`src/rtl/hsw_pkg.sv`:
```
package hsw_pkg;
   typedef enum logic [1:0] {
      PH_LOCK = 2'b00,
      PH_INIT = 2'b01,
      PH_ARM  = 2'b10,
      PH_LINK = 2'b11
   } hsw_phase_e;

   localparam int LINE_N    = 4;
   localparam int LN_BP_SDA = 0;
   localparam int LN_BP_SCL = 1;
   localparam int LN_CD_SDA = 2;
   localparam int LN_CD_SCL = 3;
   localparam int SUP_N     = 2;
endpackage

```
`src/rtl/hsw_sync.sv`:
```
module hsw_sync #(
   parameter int W      = 1,
   parameter int STAGES = 2
) (
   input  logic         clk,
   input  logic         rst_n,
   input  logic [W-1:0] d,
   output logic [W-1:0] q
);
   if (STAGES < 2) begin : g_bad_stages
      $error("hsw_sync: STAGES must be at least 2");
   end
   if (W < 1) begin : g_bad_width
      $error("hsw_sync: W must be at least 1");
   end

   logic [W-1:0] chain [STAGES];

   always_ff @(posedge clk or negedge rst_n) begin
      if (!rst_n) chain[0] <= '0;
      else        chain[0] <= d;
   end

   for (genvar s = 1; s < STAGES; s++) begin : g_stage
      always_ff @(posedge clk or negedge rst_n) begin
         if (!rst_n) chain[s] <= '0;
         else        chain[s] <= chain[s-1];
      end
   end

   assign q = chain[STAGES-1];
endmodule

```
`src/rtl/hsw_supply_qual.sv`:
```
module hsw_supply_qual #(
   parameter int N = 2
) (
   input  logic         clk,
   input  logic         rst_n,
   input  logic [N-1:0] above_hi,
   input  logic [N-1:0] above_lo,
   output logic         all_ok
);
   if (N < 1) begin : g_bad_n
      $error("hsw_supply_qual: N must be at least 1");
   end

   logic [N-1:0] good;

   for (genvar i = 0; i < N; i++) begin : g_sup
      // fail flag wins over good flag; between thresholds the state is held
      always_ff @(posedge clk or negedge rst_n) begin
         if (!rst_n)           good[i] <= 1'b0;
         else if (!above_lo[i]) good[i] <= 1'b0;
         else if (above_hi[i])  good[i] <= 1'b1;
      end


      sup_drop_chk: assert property (@(posedge clk) disable iff (!rst_n)
         !above_lo[i] |=> !good[i]);

      sup_rise_chk: assert property (@(posedge clk) disable iff (!rst_n)
         $rose(good[i]) |-> $past(above_hi[i]));
   end

   assign all_ok = &good;
endmodule

```
`src/rtl/hsw_win_timer.sv`:
```
module hsw_win_timer #(
   parameter int LIMIT = 16
) (
   input  logic clk,
   input  logic rst_n,
   input  logic run,
   output logic done
);
   if (LIMIT < 1) begin : g_bad_limit
      $error("hsw_win_timer: LIMIT must be at least 1");
   end

   localparam int CW = $clog2(LIMIT + 1);
   localparam logic [CW-1:0] LAST = CW'(LIMIT - 1);

   logic [CW-1:0] cnt;

   always_ff @(posedge clk or negedge rst_n) begin
      if (!rst_n)           cnt <= '0;
      else if (!run)        cnt <= '0;
      else if (cnt != LAST) cnt <= cnt + 1'b1;
   end

   assign done = run && (cnt == LAST);


   no_overflow_chk: assert property (@(posedge clk) disable iff (!rst_n)
      cnt <= LAST);

   restart_chk: assert property (@(posedge clk) disable iff (!rst_n)
      !run |=> cnt == '0);
endmodule

```
`src/rtl/hsw_stop_det.sv`:
```
module hsw_stop_det (
   input  logic clk,
   input  logic rst_n,
   input  logic sda,
   input  logic scl,
   output logic stop
);
   logic sda_q, scl_q;

   always_ff @(posedge clk or negedge rst_n) begin
      if (!rst_n) begin
         sda_q <= 1'b0;
         scl_q <= 1'b0;
      end else begin
         sda_q <= sda;
         scl_q <= scl;
      end
   end

   // data rises while clock is high both before and after
   assign stop = sda && !sda_q && scl && scl_q;


   stop_shape_chk: assert property (@(posedge clk) disable iff (!rst_n)
      stop |-> $past(scl) && !$past(sda));
endmodule

```
`src/rtl/hsw_link_ctrl.sv`:
```
module hsw_link_ctrl
   import hsw_pkg::*;
#(
   parameter int ENABLE_CYC  = 36000,
   parameter int IDLE_CYC    = 28000,
   parameter int SYNC_STAGES = 2
) (
   input  logic       clk,
   input  logic       rst_n,
   input  logic       sup_a_hi,
   input  logic       sup_a_lo,
   input  logic       sup_b_hi,
   input  logic       sup_b_lo,
   input  logic       bp_sda,
   input  logic       bp_scl,
   input  logic       cd_sda,
   input  logic       cd_scl,
   input  logic       acc_on,
   output logic       link_en,
   output logic       pre_en,
   output logic       boost_en,
   output logic [1:0] phase
);
   if (ENABLE_CYC < 1 || IDLE_CYC < 1) begin : g_bad_win
      $error("hsw_link_ctrl: window lengths must be at least one cycle");
   end

   localparam int SYNC_W = LINE_N + 2 * SUP_N + 1;
   localparam int ACC_IX = SYNC_W - 1;

   logic [SYNC_W-1:0] raw_in, syn;
   logic [LINE_N-1:0] line_s;
   logic [SUP_N-1:0]  hi_s, lo_s;
   logic              acc_s;
   logic              sup_ok, all_hi, init_done, idle_done, stop_seen;
   hsw_phase_e        st;

   assign raw_in = {acc_on, sup_b_lo, sup_a_lo, sup_b_hi, sup_a_hi,
                    cd_scl, cd_sda, bp_scl, bp_sda};

   hsw_sync #(.W(SYNC_W), .STAGES(SYNC_STAGES)) u_sync (
      .clk   (clk),
      .rst_n (rst_n),
      .d     (raw_in),
      .q     (syn)
   );

   assign line_s = syn[LINE_N-1:0];
   assign hi_s   = syn[LINE_N +: SUP_N];
   assign lo_s   = syn[LINE_N+SUP_N +: SUP_N];
   assign acc_s  = syn[ACC_IX];
   assign all_hi = &line_s;

   hsw_supply_qual #(.N(SUP_N)) u_sup (
      .clk      (clk),
      .rst_n    (rst_n),
      .above_hi (hi_s),
      .above_lo (lo_s),
      .all_ok   (sup_ok)
   );

   hsw_win_timer #(.LIMIT(ENABLE_CYC)) u_init_tmr (
      .clk   (clk),
      .rst_n (rst_n),
      .run   (st == PH_INIT),
      .done  (init_done)
   );

   hsw_win_timer #(.LIMIT(IDLE_CYC)) u_idle_tmr (
      .clk   (clk),
      .rst_n (rst_n),
      .run   ((st == PH_ARM) && all_hi),
      .done  (idle_done)
   );

   hsw_stop_det u_stop (
      .clk   (clk),
      .rst_n (rst_n),
      .sda   (line_s[LN_BP_SDA]),
      .scl   (line_s[LN_BP_SCL]),
      .stop  (stop_seen)
   );

   always_ff @(posedge clk or negedge rst_n) begin
      if (!rst_n)       st <= PH_LOCK;
      else if (!sup_ok) st <= PH_LOCK;
      else begin
         unique case (st)
            PH_LOCK: st <= PH_INIT;
            PH_INIT: if (init_done) st <= PH_ARM;
            PH_ARM:  if (all_hi && (idle_done || stop_seen)) st <= PH_LINK;
            PH_LINK: st <= PH_LINK;
            default: st <= PH_LOCK;
         endcase
      end
   end

   assign link_en  = (st == PH_LINK);
   assign pre_en   = (st == PH_INIT) || (st == PH_ARM);
   assign boost_en = link_en && acc_s;
   assign phase    = st;


   fail_lock_chk: assert property (@(posedge clk) disable iff (!rst_n)
      !sup_ok |=> st == PH_LOCK);

   lock_hold_chk: assert property (@(posedge clk) disable iff (!rst_n)
      (st == PH_LOCK) && !sup_ok |=> st == PH_LOCK);

   init_noskip_chk: assert property (@(posedge clk) disable iff (!rst_n)
      st == PH_INIT |=> st != PH_LINK);

   link_entry_chk: assert property (@(posedge clk) disable iff (!rst_n)
      $rose(link_en) |-> $past(all_hi) && $past(st == PH_ARM));

   link_hold_chk: assert property (@(posedge clk) disable iff (!rst_n)
      (st == PH_LINK) && sup_ok |=> st == PH_LINK);
endmodule

```
`config.mk`:
```
export PLATFORM = sky130hd
export DESIGN_NAME = hsw_link_ctrl
export DESIGN_NICKNAME = d
export VERILOG_FILES = /design/src/rtl/hsw_pkg.sv /design/src/rtl/hsw_sync.sv /design/src/rtl/hsw_supply_qual.sv /design/src/rtl/hsw_win_timer.sv /design/src/rtl/hsw_stop_det.sv /design/src/rtl/hsw_link_ctrl.sv
export SDC_FILE = /design/constraint.sdc
export NUM_CORES = 1
export LEC_CHECK = 0
export BUFFER_PORTS_ARGS = -buffer_cell sky130_fd_sc_hd__buf_4
export CORE_ASPECT_RATIO = 0.9
export CORE_UTILIZATION = 58
export DETAILED_ROUTE_END_ITERATION = 10
export MAX_ROUTING_LAYER = met4
export PLACE_DENSITY = 0.88
export SYNTH_ARGS = -nofsm -noshare
export SYNTH_HDL_FRONTEND = slang
export SYNTH_SLANG_ARGS = --single-unit
```
`constraint.sdc`:
```
create_clock -name clk -period 3.1 [get_ports clk]
set_input_delay 0.62 -clock clk [delete_from_list [all_inputs] [get_ports clk]]
set_output_delay 0.62 -clock clk [all_outputs]
set_load 0.01 [all_outputs]
```
==> impl_metrics.py, run 1 <==
metrics = {
    "status": {
        "status": "finished clean",
    },
    "hold_path": {
        "hold_path.class": "input port to async pin",
    },
    "setup_path": {
        "r2r-start": "u_idle_tmr.cnt[0]",
        "r2r_cells": 6,
        "cp-end-kind": "flop",
        "worstPathRequired_ps": 3280,
        "startpoint_type": "flop",
        "r2r-end": "u_idle_tmr.cnt[7]",
        "critPathKind": "flop to flop",
        "cp_max_fo": 9,
        "crit_arrival_ps": 2340,
        "reg2reg_slack_ps": 950,
    },
    "placed_design": {
        "hpwl_mm": 2.97,
        "pre_cts_ws_ps": 1000,
        "io_buffers": 15,
        "dp_cells": 264,
        "place_congestion": 0.763,
    },
    "cts": {
        "cts_resized": 0,
        "cts_buffers": 5,
        "cts_root_buffer": "clkbuf_8",
        "cts_tree": "built",
        "cts_buffer_depth": 2,
        "cts_sinks": 55,
        "post_cts_buffers": 0,
        "clk_latency_ps": 310,
        "cts.htree.levels": 2,
        "postCtsHoldBufs": 0,
        "clk_pin_slew_ps": 110,
    },
    "synthesis": {
        "synth_area_leader_cell": "dfrtp_1",
        "yosysMostFrequentCell": "dfrtp_1",
        "syn_nets": 224,
        "netlist-cell-type-count": 36,
        "synth_common_cells": "dfrtp_1, nand2_1, xnor2_1",
        "synth.top_cells.by_area": "dfrtp_1, xnor2_1, and2_1",
        "syn_area_um2": 2360,
        "postSynthCellCount": 206,
        "synth-async-reset-ratio_pct": 100,
        "synth_top_area_share_pct": 58.2,
        "avgSynthCellArea_um2": 11.5,
        "synth-seq-cells": 55,
        "yosysWarnings": 0,
        "synth_edf_count": 0,
        "synth-main-ff-cell": "dfrtp_1",
        "ys_seq_area_share_pct": 58.2,
    },
    "grt": {
        "antenna_found_initial": 0,
        "grt_pass1_vias": 1604,
        "grt_max_degree": 56,
        "grt_usage_pct": 22.5,
        "grt_pass1_wl_mm": 7.29,
        "grt_overflow": 0,
    },
    "sta": {
        "finalClockSkew_ps": 9.69,
        "drv_slew": 0,
        "rsz0062_at_grt": "no",
        "whs_ps": 337,
        "slew_headroom_pct": 56.3,
        "hold_violations": 0,
        "setup_viol": 0,
        "fmax_ghz": 0.464,
        "fin_crit_sh_pct": 69.5,
        "period_needed_ps": 2150,
        "fin_ws_ps": 947,
        "worst_pin_slew_ps": 656,
        "fin_tns_setup_ps": 0,
    },
    "pwr": {
        "power.density_nw_per_um2": 462,
        "vdd_drop_max_v": 0.000417,
        "p_leak_nw": 1.12,
    },
    "floorplanning": {
        "core.rowCount": 21,
        "die_h_um": 62.6,
        "io_pins": 16,
        "initial_utilization_pct": 62.1,
        "coreArea_um2": 3810,
        "die-area_um2": 4340,
        "die_x_um": 69.3,
    },
    "cells_and_area": {
        "syn_to_final_growth_pct": 11.0,
        "finalCoreUtilization_pct": 68.9,
        "antenna_cells": 0,
        "drive_gt1_share_pct": 13.3,
        "stdcell_count": 272,
        "final_nets": 243,
    },
    "drt": {
        "first_pass_iters": 4,
        "post_drt_wl_per_cell_um": 15.9,
        "wl_mm": 4.32,
        "vias_per_cell": 5.75,
        "vias": 1565,
        "ant_nets": 0,
        "drt-initial-drc-count": 111,
        "drc": 0,
    },
    "run": {
        "maxCapViolCount": 0,
    },
}
## through the flow
stage	instance area (um2)	total power (W)
after floorplan	2360	0.000765
after global placement	2520	0.000793
after detailed placement	2520	0.000797
after CTS	2620	0.00122
after global routing	2620	0.00125
final	2620	0.00121
## registers in the layout, indices dropped and copies added, names as in the netlist
signal / cells
phase: 2
u_idle_tmr.cnt: 15
u_init_tmr.cnt: 16
u_stop.scl_q: 1
u_stop.sda_q: 1
u_sup.good: 2
u_sync.chain: 9
u_sync.q: 9
## cell usage in the layout (no fill, tap or decap), drive strengths merged, types with 2 or more instances in the layout
cell type   n
dfrtp      55
nand2      16
xnor2      16
buf        15
and2       14
nor2       12
nand4      10
inv         9
o21ai       7
or3         7
ha          7
nand3       6
a21oi       6
and3        5
clkbuf      5
nor4        5
xor2        4
a21boi      4
nor3        3
and4        2
o21a        2
a31oi       2
## cell type report
class | instances | area (um2)
clock buffer | 5 | 68.8
clock inverter | 3 | 31.3
fill | 237 | 1190
inverter | 7 | 26.3
multi-input combinational | 141 | 951
sequential | 55 | 1380
tap | 46 | 57.6
timing repair buffer | 15 | 113
## worst max-delay path, cell delays in order, from the launching register on
cell	delay [ps]
dfrtp_1	430
ha_1	230
nand4_1	330
o41ai_2	640
nor3_1	130
xnor2_1	200
nor2_1	70
## worst max-delay path by stage
stage                       from                 end  slack, ps
2_1_floorplan  u_idle_tmr.cnt[0]   u_idle_tmr.cnt[3]       1230
3_5_place_dp   u_idle_tmr.cnt[0]   u_idle_tmr.cnt[7]       1000
5_1_grt        u_idle_tmr.cnt[0]  u_idle_tmr.cnt[11]        740
3_3_place_gp   u_idle_tmr.cnt[0]   u_idle_tmr.cnt[7]       1120
4_1_cts        u_idle_tmr.cnt[0]   u_idle_tmr.cnt[7]        960
6_report       u_idle_tmr.cnt[0]   u_idle_tmr.cnt[7]        950
## metal layers
| layer | track usage [%] | vias to the layer above | part of all wire, % |
|---|---|---|---|
| li1 | - | 759 | - |
| met3 | 4.84 | 4 | 4.0 |
| met2 | 38.2 | 44 | 52 |
| met1 | 27.5 | 758 | 43 |
| met5 | - | - | 0 |
| met4 | 5.87 | 0 | 0.93 |
## cell families after synthesis
family                     count (synthesis)  share of synthesized area [%]
buffers and inverters                     10                           1.59
AOI/OAI and AO/OA                         25                           7.04
and+or+nand+nor                           88                           21.6
xor gates and xnor gates                  20                           7.41
muxes                                      1                          0.423
DFF                                       55                           58.2
adders and majority gates                  7                           3.70
## power by group
part	internal (W)	switching, W
clock	0.000172	0.000257
sequential	0.000733	0.00000848
combinational	0.0000163	0.0000245
total	0.000922	0.000290
(Power assumes the default switching activity.)
==> run 2, diff against run 1 <==
--- a/config.mk
+++ b/config.mk
@@ -7,10 +7,10 @@
 export LEC_CHECK = 0
 export BUFFER_PORTS_ARGS = -buffer_cell sky130_fd_sc_hd__buf_4
 export CORE_ASPECT_RATIO = 0.9
-export CORE_UTILIZATION = 58
+export CORE_UTILIZATION = 53
 export DETAILED_ROUTE_END_ITERATION = 10
 export MAX_ROUTING_LAYER = met4
-export PLACE_DENSITY = 0.88
+export PLACE_DENSITY = 0.85
 export SYNTH_ARGS = -nofsm -noshare
 export SYNTH_HDL_FRONTEND = slang
 export SYNTH_SLANG_ARGS = --single-unit
==> constraint.sdc (replaced) <==
create_clock -name clk -period 1.9 [get_ports clk]
set_input_delay 0.38 -clock clk [delete_from_list [all_inputs] [get_ports clk]]
set_output_delay 0.38 -clock clk [all_outputs]
set_load 0.01 [all_outputs]
==> impl_metrics.py, run 2 (synthesis gave the netlist of run 1 again) <==
metrics = {
    "floorplanning": {
        "coreArea_um2": 4180,
        "die_h_um": 65.4,
        "core.rowCount": 22,
        "die-area_um2": 4730,
        "initial_utilization_pct": 56.5,
        "io_pins": 16,
        "die_x_um": 72.4,
    },
    "cells_and_area": {
        "regMostFlops": "u_init_tmr.cnt",
        "fill_cells": 313,
        "largest_reg_flops": 16,
        "layout_commonest_cell": "dfrtp_1",
        "largestRegisters": "u_init_tmr.cnt: 16 flops, u_idle_tmr.cnt: 15 flops",
        "drive_gt1_share_pct": 19.2,
        "seq_area_um2": 1380,
        "final_cell_mix": "dfrtp_1, buf_4, nand2_1, xnor2_1, and2_1",
        "multi_input_area_um2": 960,
        "final_nets": 257,
        "syn_to_final_growth_pct": 16.5,
        "antenna_cells": 0,
        "fin_area_um2": 2760,
    },
    "setup_path": {
        "cp_max_fo": 4,
        "r2r-start": "u_idle_tmr.cnt[9]",
        "startpoint_type": "flop",
        "crit_arrival_ps": 2070,
        "cp-end-kind": "flop",
        "worstSetupStartpoint": "u_idle_tmr.cnt[9]",
        "critPathKind": "flop to flop",
        "reg2reg_slack_ps": 6,
        "worstPathRequired_ps": 2080,
        "setup.worst_path.end": "u_idle_tmr.cnt[3]",
        "r2r-end": "u_idle_tmr.cnt[3]",
        "r2r_cells": 5,
    },
    "cts": {
        "cts_buffers": 5,
        "cts_tree": "built",
        "clk_pin_slew_ps": 100,
        "cts_root_buffer": "clkbuf_8",
        "clk_latency_ps": 310,
        "cts_sinks": 55,
        "cts.htree.levels": 2,
        "cts_buffer_depth": 2,
    },
    "drt": {
        "drc": 0,
        "wl_mm": 4.06,
        "drt-initial-drc-count": 65,
        "ant_nets": 0,
        "vias": 1608,
        "vias_per_cell": 5.36,
        "post_drt_wl_per_cell_um": 13.5,
        "first_pass_iters": 4,
    },
    "placed_design": {
        "dpl-instance-area_um2": 2630,
        "place_congestion": 0.829,
        "io_buffers": 15,
        "hpwl_mm": 2.79,
    },
    "sta": {
        "drv_slew": 0,
        "period_needed_ps": 1890,
        "hold_violations": 0,
        "finalClockSkew_ps": 6.14,
        "slew_headroom_pct": 57.1,
        "setup_viol": 0,
        "whs_ps": 91.2,
        "fmax_ghz": 0.528,
        "worst_pin_slew_ps": 644,
        "rsz0062_at_grt": "yes",
        "fin_crit_sh_pct": 99.7,
    },
    "pwr": {
        "power.density_nw_per_um2": 710,
        "p_total_w": 0.00196,
        "p_leak_nw": 1.19,
        "vdd_drop_max_v": 0.000495,
    },
    "grt": {
        "grt_pass1_vias": 1588,
        "antenna_found_initial": 0,
        "grt_max_degree": 56,
        "grt_overflow": 0,
        "grt_pass1_wl_mm": 7.24,
        "grt_usage_pct": 21.0,
    },
    "run": {
        "maxCapViolCount": 0,
    },
    "status": {
        "status": "finished clean",
    },
    "hold_path": {
        "hold_path.class": "input port to async pin",
    },
}
run 2: worst max-delay path: stages, from the launching register on:
cell and delay, ps:
dfrtp_1 390, or4b_4 570, or4_4 470, nand4_1 130, xor2_1 150, nor2_1 60
run 2: worst min-delay path by stage:
stage,from,endpoint,slack [ps],cells past startpoint
floorplan,rst_n,phase[0],80,0
global placement,u_sync.chain[14],u_sync.q[5],330,0
detailed placement,u_sync.chain[13],u_sync.q[4],340,0
CTS,rst_n,u_sync.chain[9],110,1
global route,rst_n,u_sup.good[0],140,1
finish,rst_n,u_init_tmr.cnt[4],90,1
run 2: final cells by class:
type	count	area share (%)
Clock buffer	5	2.50
Multi-Input combinational cell	141	34.8
Tap cell	60	2.72
Sequential cell	55	50.0
Clock inverter	3	1.14
Timing Repair Buffer	29	7.90
Inverter	7	0.954
run 2: routing by layer:
layer | global-route usage (%) | routed length [um] | vias to the layer above
li1 | - | - | 782
met3 | 5.83 | 171 | 7
met5 | - | 0 | -
met1 | 27.0 | 1870 | 778
met2 | 33.1 | 1970 | 41
met4 | 6.13 | 57 | 0
run 2: timing repair:
action / CTS / global route
buffers inserted: 2 / 0
endpoints found under the hold margin: 0 / 0
hold buffers: 0 / 0
resized for setup: 0 / 2
endpoints found under the setup margin: 1 / 3
run 2: report_power, final:
part           internal, W  switching [W]  total (W)
combinational    0.0000273      0.0000380  0.0000653
sequential         0.00120      0.0000124    0.00121
clock             0.000281       0.000402   0.000682
total              0.00150       0.000452    0.00196
run 2: per-stage QoR:
stage | setup TNS [ps] | worst slack [ps] | std cells | utilization, %
6_report | 0 | 6.32 | 300 | 65.8
5_1_grt | -132 | -67.8 | 300 | 65.8
4_1_cts | -2.05 | -2.05 | 300 | 65.6
2_1_floorplan | 0 | 29.1 | 206 | -
3_5_place_dp | 0 | 8.27 | 290 | 62.9
3_3_place_gp | 0 | 66.0 | 290 | 62.9
